[src/rtl/twc_pkg.sv]
package twc_pkg;

    localparam logic [3:0] TYPE_CODE = 4'b0101;

    localparam logic [3:0] OP_RD_WIPER = 4'b1001;
    localparam logic [3:0] OP_WR_WIPER = 4'b1010;
    localparam logic [3:0] OP_RD_DATA  = 4'b1011;
    localparam logic [3:0] OP_WR_DATA  = 4'b1100;
    localparam logic [3:0] OP_D2W      = 4'b1101;
    localparam logic [3:0] OP_W2D      = 4'b1110;
    localparam logic [3:0] OP_ALL_D2W  = 4'b0001;
    localparam logic [3:0] OP_ALL_W2D  = 4'b1000;
    localparam logic [3:0] OP_STEP     = 4'b0010;

    typedef enum logic [2:0] {
        ST_IDLE, ST_ADDR, ST_INSTR, ST_WDATA, ST_RDATA, ST_STEP, ST_SKIP
    } twc_state_e;

    typedef enum logic [2:0] {
        OC_NONE, OC_XFER, OC_WRITE, OC_READ, OC_STEP
    } twc_class_e;

endpackage

[src/rtl/twc_sync.sv]
module twc_sync #(
    parameter int STAGES = 2
) (
    input  logic clk,
    input  logic rst_n,
    input  logic din,
    output logic level,
    output logic rise,
    output logic fall
);
    // chain[STAGES-1] is the synchronised level, chain[STAGES] its previous value
    logic [STAGES:0] chain_q;

    always_ff @(posedge clk or negedge rst_n) begin
        if (!rst_n) chain_q <= '1;
        else        chain_q <= {chain_q[STAGES-1:0], din};
    end

    assign level = chain_q[STAGES-1];
    assign rise  = chain_q[STAGES-1] & ~chain_q[STAGES];
    assign fall  = ~chain_q[STAGES-1] & chain_q[STAGES];
endmodule

[src/rtl/twc_decode.sv]
module twc_decode
    import twc_pkg::*;
(
    input  logic [3:0]  op,
    output twc_class_e  cls
);
    always_comb begin
        case (op)
            OP_RD_WIPER, OP_RD_DATA:                  cls = OC_READ;
            OP_WR_WIPER, OP_WR_DATA:                  cls = OC_WRITE;
            OP_D2W, OP_W2D, OP_ALL_D2W, OP_ALL_W2D:   cls = OC_XFER;
            OP_STEP:                                  cls = OC_STEP;
            default:                                  cls = OC_NONE;
        endcase
    end
endmodule

[src/rtl/twc_slave.sv]
module twc_slave
    import twc_pkg::*;
#(
    parameter int SYNC_STAGES = 2,
    parameter int DATA_W      = 6
) (
    input  logic              clk,
    input  logic              rst_n,
    input  logic              scl_i,
    input  logic              sda_i,
    output logic              sda_oe,
    input  logic [3:0]        strap_addr,
    input  logic              store_busy,
    output logic              cmd_valid,
    output logic [3:0]        cmd_op,
    output logic [1:0]        cmd_reg,
    output logic [1:0]        cmd_pot,
    output logic [DATA_W-1:0] cmd_wdata,
    input  logic [DATA_W-1:0] rd_data,
    output logic              step_valid,
    output logic              step_up
);
    localparam int BYTE_W = 8;
    localparam int CNT_W  = $clog2(BYTE_W + 2);
    localparam logic [CNT_W-1:0] LAST = CNT_W'(BYTE_W);
    localparam logic [CNT_W-1:0] ACK  = CNT_W'(BYTE_W + 1);

    typedef struct packed {
        twc_state_e         st;
        logic [CNT_W-1:0]   cnt;
        logic [BYTE_W-1:0]  sh;
        logic               oe;
        logic [3:0]         op;
        logic [1:0]         rsel;
        logic [1:0]         psel;
        logic [DATA_W-1:0]  wdata;
        logic               cv;
        logic               sv;
        logic               sup;
        logic               bit_s;
    } twc_regs_t;

    twc_regs_t d, q;

    logic scl_s, scl_rise, scl_fall;
    logic sda_s, sda_rise, sda_fall;
    logic start_ev, stop_ev, addr_hit;
    twc_class_e op_cls;
    logic [BYTE_W-1:0] tx_byte;

    twc_sync #(.STAGES(SYNC_STAGES)) u_scl_sync (
        .clk(clk), .rst_n(rst_n), .din(scl_i),
        .level(scl_s), .rise(scl_rise), .fall(scl_fall));

    twc_sync #(.STAGES(SYNC_STAGES)) u_sda_sync (
        .clk(clk), .rst_n(rst_n), .din(sda_i),
        .level(sda_s), .rise(sda_rise), .fall(sda_fall));

    twc_decode u_decode (.op(q.op), .cls(op_cls));

    // SCL high in this and the previous cycle while SDA moves
    assign start_ev = scl_s & ~scl_rise & sda_fall;
    assign stop_ev  = scl_s & ~scl_rise & sda_rise;
    assign addr_hit = (q.sh[7:4] == TYPE_CODE) && (q.sh[3:0] == strap_addr);
    assign tx_byte  = BYTE_W'(rd_data);

    always_comb begin
        d    = q;
        d.cv = 1'b0;
        d.sv = 1'b0;
        if (stop_ev) begin
            d.st  = ST_IDLE;
            d.oe  = 1'b0;
            d.cnt = '0;
        end else if (start_ev) begin
            d.st  = ST_ADDR;
            d.oe  = 1'b0;
            d.cnt = '0;
        end else begin
            if (scl_rise) d.bit_s = sda_s;
            case (q.st)
                ST_ADDR, ST_INSTR, ST_WDATA: begin
                    if (scl_rise && q.cnt < LAST) begin
                        d.sh  = {q.sh[BYTE_W-2:0], sda_s};
                        d.cnt = q.cnt + CNT_W'(1);
                    end
                    if (scl_fall && q.cnt == LAST) begin
                        if (q.st == ST_ADDR && !(addr_hit && !store_busy)) begin
                            d.st = ST_SKIP;
                        end else begin
                            d.oe  = 1'b1;
                            d.cnt = ACK;
                        end
                        if (q.st == ST_INSTR) begin
                            d.op   = q.sh[7:4];
                            d.rsel = q.sh[3:2];
                            d.psel = q.sh[1:0];
                        end
                    end
                    if (scl_fall && q.cnt == ACK) begin
                        d.oe  = 1'b0;
                        d.cnt = '0;
                        case (q.st)
                            ST_ADDR:  d.st = ST_INSTR;
                            ST_INSTR: begin
                                case (op_cls)
                                    OC_XFER: begin
                                        d.cv = 1'b1;
                                        d.st = ST_SKIP;
                                    end
                                    OC_WRITE: d.st = ST_WDATA;
                                    OC_READ: begin
                                        d.st = ST_RDATA;
                                        d.sh = tx_byte;
                                        d.oe = ~tx_byte[BYTE_W-1];
                                    end
                                    OC_STEP: d.st = ST_STEP;
                                    default: d.st = ST_SKIP;
                                endcase
                            end
                            default: begin
                                d.cv    = 1'b1;
                                d.wdata = q.sh[DATA_W-1:0];
                                d.st    = ST_SKIP;
                            end
                        endcase
                    end
                end
                ST_RDATA: begin
                    if (scl_rise && q.cnt < LAST) d.cnt = q.cnt + CNT_W'(1);
                    if (scl_fall) begin
                        if (q.cnt == ACK) begin
                            d.st = ST_SKIP;
                        end else if (q.cnt == LAST) begin
                            d.oe  = 1'b0;
                            d.cnt = ACK;
                        end else begin
                            d.sh = {q.sh[BYTE_W-2:0], 1'b0};
                            d.oe = ~q.sh[BYTE_W-2];
                        end
                    end
                end
                ST_STEP: begin
                    if (scl_fall) begin
                        d.sv  = 1'b1;
                        d.sup = q.bit_s;
                    end
                end
                default: ;
            endcase
        end
    end

    always_ff @(posedge clk or negedge rst_n) begin
        if (!rst_n) begin
            q       <= '0;
            q.st    <= ST_IDLE;
        end else begin
            q       <= d;
        end
    end

    assign sda_oe     = q.oe;
    assign cmd_valid  = q.cv;
    assign cmd_op     = q.op;
    assign cmd_reg    = q.rsel;
    assign cmd_pot    = q.psel;
    assign cmd_wdata  = q.wdata;
    assign step_valid = q.sv;
    assign step_up    = q.sup;

    AST_STOP_RELEASE: assert property (@(posedge clk) disable iff (!rst_n)
        stop_ev |=> (q.st == ST_IDLE && !sda_oe));
    AST_START_RESTART: assert property (@(posedge clk) disable iff (!rst_n)
        (start_ev && !stop_ev) |=> (q.st == ST_ADDR && q.cnt == '0 && !sda_oe));
    AST_ADDR_MISS_SILENT: assert property (@(posedge clk) disable iff (!rst_n)
        (q.st == ST_ADDR && q.cnt == LAST && scl_fall && !start_ev && !stop_ev && !addr_hit)
        |=> !sda_oe);
    AST_BUSY_NO_ACK: assert property (@(posedge clk) disable iff (!rst_n)
        (q.st == ST_ADDR && q.cnt == LAST && scl_fall && !start_ev && !stop_ev && store_busy)
        |=> (!sda_oe && q.st == ST_SKIP));
    AST_STEP_IN_MODE: assert property (@(posedge clk) disable iff (!rst_n)
        step_valid |-> (q.st == ST_STEP));
    AST_STROBES_EXCL: assert property (@(posedge clk) disable iff (!rst_n)
        !(cmd_valid && step_valid));
    AST_OE_AFTER_FALL: assert property (@(posedge clk) disable iff (!rst_n)
        !$stable(sda_oe) |-> $past(scl_fall || start_ev || stop_ev));
endmodule

[config.mk]
export PLATFORM = sky130hd
export DESIGN_NAME = twc_slave
export DESIGN_NICKNAME = d
export VERILOG_FILES = /design/src/rtl/twc_pkg.sv /design/src/rtl/twc_sync.sv /design/src/rtl/twc_decode.sv /design/src/rtl/twc_slave.sv
export SDC_FILE = /design/constraint.sdc
export NUM_CORES = 1
export LEC_CHECK = 0
export BUFFER_PORTS_ARGS = -buffer_cell sky130_fd_sc_hd__buf_4
export CORE_UTILIZATION = 45
export CTS_CLUSTER_DIAMETER = 80
export DETAILED_ROUTE_END_ITERATION = 12
export HOLD_SLACK_MARGIN = 0.08
export PLACE_DENSITY = 0.71
export SYNTH_ARGS = -nofsm -noshare
export SYNTH_HDL_FRONTEND = slang
export SYNTH_SLANG_ARGS = --single-unit
[constraint.sdc]
create_clock -name clk -period 2.34 [get_ports clk]
set_input_delay 0.234 -clock clk [delete_from_list [all_inputs] [get_ports clk]]
set_output_delay 0.234 -clock clk [all_outputs]
set_load 0.03 [all_outputs]
==> out/metrics.csv <==
metric,value,unit
status,"complete, no violations",
ir_worst_vdd,0.3381,mV
core,5270,um2
cts_buffers,5,
syn_inst,277,
async_reset_ff_frac,1.000,
ys_ff_latch,40,
cp_data_arrival_time,2.22,ns
yosys-top-cells-area,"dfrtp_1, dfstp_2, mux2_2, nand2_1, buf_4",
synth_top_area_frac,0.3355,
io_buffers,32,
wl_per_cell,15.24,um
cp.depth,8,
n_fill_cell,499,
cpMaxStageDelayCell,dfrtp_1,
ys_types,51,
p_per_area,679.1,nW/um2
place_congestion,0.9545,
crit_path_end,q[31],
max_stage_delay,0.40,ns
worstSetupEndpointType,flip-flop,
final_nets,322,
r2r_end,q[31],
crit_path_cell_trace,inv_1 -> ha_1 -> buf_4 -> nand3b_1 -> a21oi_1 -> o21ai_0 -> a31oi_1 -> o221ai_1,
synthFlopType,dfrtp_1,
vias_per_cell,5.943,
routed_wl,5.639,mm
overflow,0,
finClkSkew,0.007713,ns
ant_nets,0,
drive_gt1_frac,0.2367,
syn_area_per_cell,9.156,um2
crit_required,2.49,ns
ios,33,
die_h,77.08,um
crit_start,q[28],
dieArea,5941,um2
diodes,0,
critPathTopFamily,compound AO/OA/AOI/OAI gates,
reg2regPathDepth,8,
synthMuxAreaShare,0.06857,
start_kind,flip-flop,
synth.most_common_cell,dfrtp_1,
total_power,1.957,mW
synth-adder-area-share,0.03947,
holdCritPathClass,input pin to flip-flop,
clock.fmax,482.8,MHz
grt_max_degree,41,
placementRows,26,
hpwl,4.039,mm
cts.reportedPaths.clkPinSlew,0.07,ns
setup_viol,0,
ys.warnings.count,0,
clockBufferDepth,2,
insertion_delay,0.29,ns
largest_reg_flops,16,
numClockSinks,40,
drtIter0Drc,231,
p_leak,1.259,nW
hold_viol_final,0,
syn_area,2536,um2
grt_pass1_wl,9.708,mm
post-route-period-util,0.8852,
via_count,2199,
grt_pass1_vias,1986,
root_buffer,clkbuf_8,
gr-usage-all-layers,0.2066,
r2r_start,q[28],
synth_edf_count,0,
path_class,flip-flop to flip-flop,
dieWidth,77.08,um
antenna_found_initial,0,
synth_nets,300,
drv_cap,0,
worst_pin_slew,0.4962,ns
synth_common_cells,"dfrtp_1, nand2_1, nor2_1, o21ai_0, buf_4",
syn2layout_area_growth,13.62,%
r2r_setup_slack,0.27,ns
first_pass_iters,6,
synthSimpleGateAreaFrac,0.1870,
path_buf_inv,2,
synth_compound_area_frac,0.2037,
synth_top_family_by_area,compound AO/OA/AOI/OAI gates,
setup_tns,0,ns
rsz0062_at_grt,no,
yosysSeqAreaShare,0.3976,
synth_top_area_cell,dfrtp_1,
drcViolationCount,0,
timing.final.crit_period,2.071,ns
crit_fanout,9,
synth_xor_area_frac,0.02072,
relSlewSlack,0.6692,
regMostFlops,q,
cts_max_level,2,
cts_tree,done,
drv_slew,0,
initial_core_util,0.4812,
[how the worst min path moves through the flow]
stage               startpoint      endpoint  slack, ns  cells past startpoint
floorplan                rst_n     cmd_op[0]      -0.06                      0
global placement         rst_n  cmd_wdata[3]       0.23                      1
detailed placement       rst_n  cmd_wdata[3]       0.24                      1
CTS                 rd_data[0]         q[19]       0.26                      3
global route        rd_data[0]         q[19]       0.32                      3
finish              rd_data[0]         q[19]       0.26                      3
[cell type report]
type	instances	area (um2)	area share
multi-input cells	198	1329	0.4611
flip-flops and latches	40	1008	0.3500
repair buffers	43	330.3	0.1146
well taps	70	87.58	0.03040
clock buffers	6	72.57	0.02518
inverters	11	41.29	0.01433
clock inverters	2	12.51	0.004342
[cells in the final DEF, fill, tap and decap left out, types with 5 or more instances in the layout]
master / Yosys / layout
o22ai_1: 7 / 7
nor2_1: 20 / 19
nand2_1: 29 / 29
xnor2_1: 5 / 5
dfstp_2: 6 / 6
buf_4: 14 / 40
inv_1: 11 / 11
o211ai_1: 5 / 5
o21ai_0: 19 / 19
mux2_2: 11 / 11
nand2b_1: 5 / 5
a211oi_1: 8 / 8
ha_1: 8 / 8
mux2i_1: 5 / 5
dfrtp_1: 34 / 34
a221o_1: 7 / 7
a21oi_1: 13 / 13
nor3_1: 5 / 5
clkbuf_8: 0 / 5
[per-layer routing]
| metal | part of all wire | GRT usage | vias to the layer above | wire, um |
|---|---|---|---|---|
| li1 | - | - | 1042 | - |
| met3 | 0.068 | 0.04524 | 19 | 384 |
| met2 | 0.44 | 0.3071 | 123 | 2482 |
| met1 | 0.47 | 0.2992 | 1015 | 2678 |
| met5 | 0 | 0 | - | 0 |
| met4 | 0.017 | 0.06226 | 0 | 94 |
[cells by family (layout without fill, tap and decap cells)]
kind of cell               count (synthesis)  in the layout
DFF                                       40             40
muxes                                     16             16
AOI/OAI and AO/OA                         77             77
and+or+nand+nor                           91             91
buffers and inverters                     39             62
adders and majority gates                  8              8
xor gates and xnor gates                   6              6
[worst reg2reg max path, delay by kind of cell (launching register included)]
kind | cells | cell delay [ns]
adders and majority gates | 1 | 0.23
buffers and inverters | 2 | 0.27
DFF | 1 | 0.40
AOI/OAI and AO/OA | 4 | 0.80
and+or+nand+nor | 1 | 0.22
[power by group]
group,total [mW],switching [mW],internal (mW)
clock,0.437,0.229,0.208
combinational,0.608,0.336,0.273
sequential,0.912,0.125,0.786
[what timing repair did]
| action | in CTS | in global routing |
|---|---|---|
| buffers inserted | 0 | 0 |
| hold buffers | 3 | 0 |
| setup endpoints to repair | 0 | 5 |
| endpoints found under the hold margin | 36 | 0 |
| gates resized for setup | 0 | 3 |
[through the flow]
stage	hold slack, ns	instances	util	area (um2)	setup WS [ns]
2_1_floorplan	-0.06159	277	-	2536	0.3758
5_1_grt	0.3227	370	0.5468	2882	0.02816
4_1_cts	0.2591	370	0.5446	2870	0.08169
3_3_place_gp	0.2332	359	0.5228	2755	0.2314
3_5_place_dp	0.2372	359	0.5228	2755	0.09320
6_report	0.2592	370	0.5468	2882	0.2687
No activity file was read; power rests on OpenSTA's default activity.
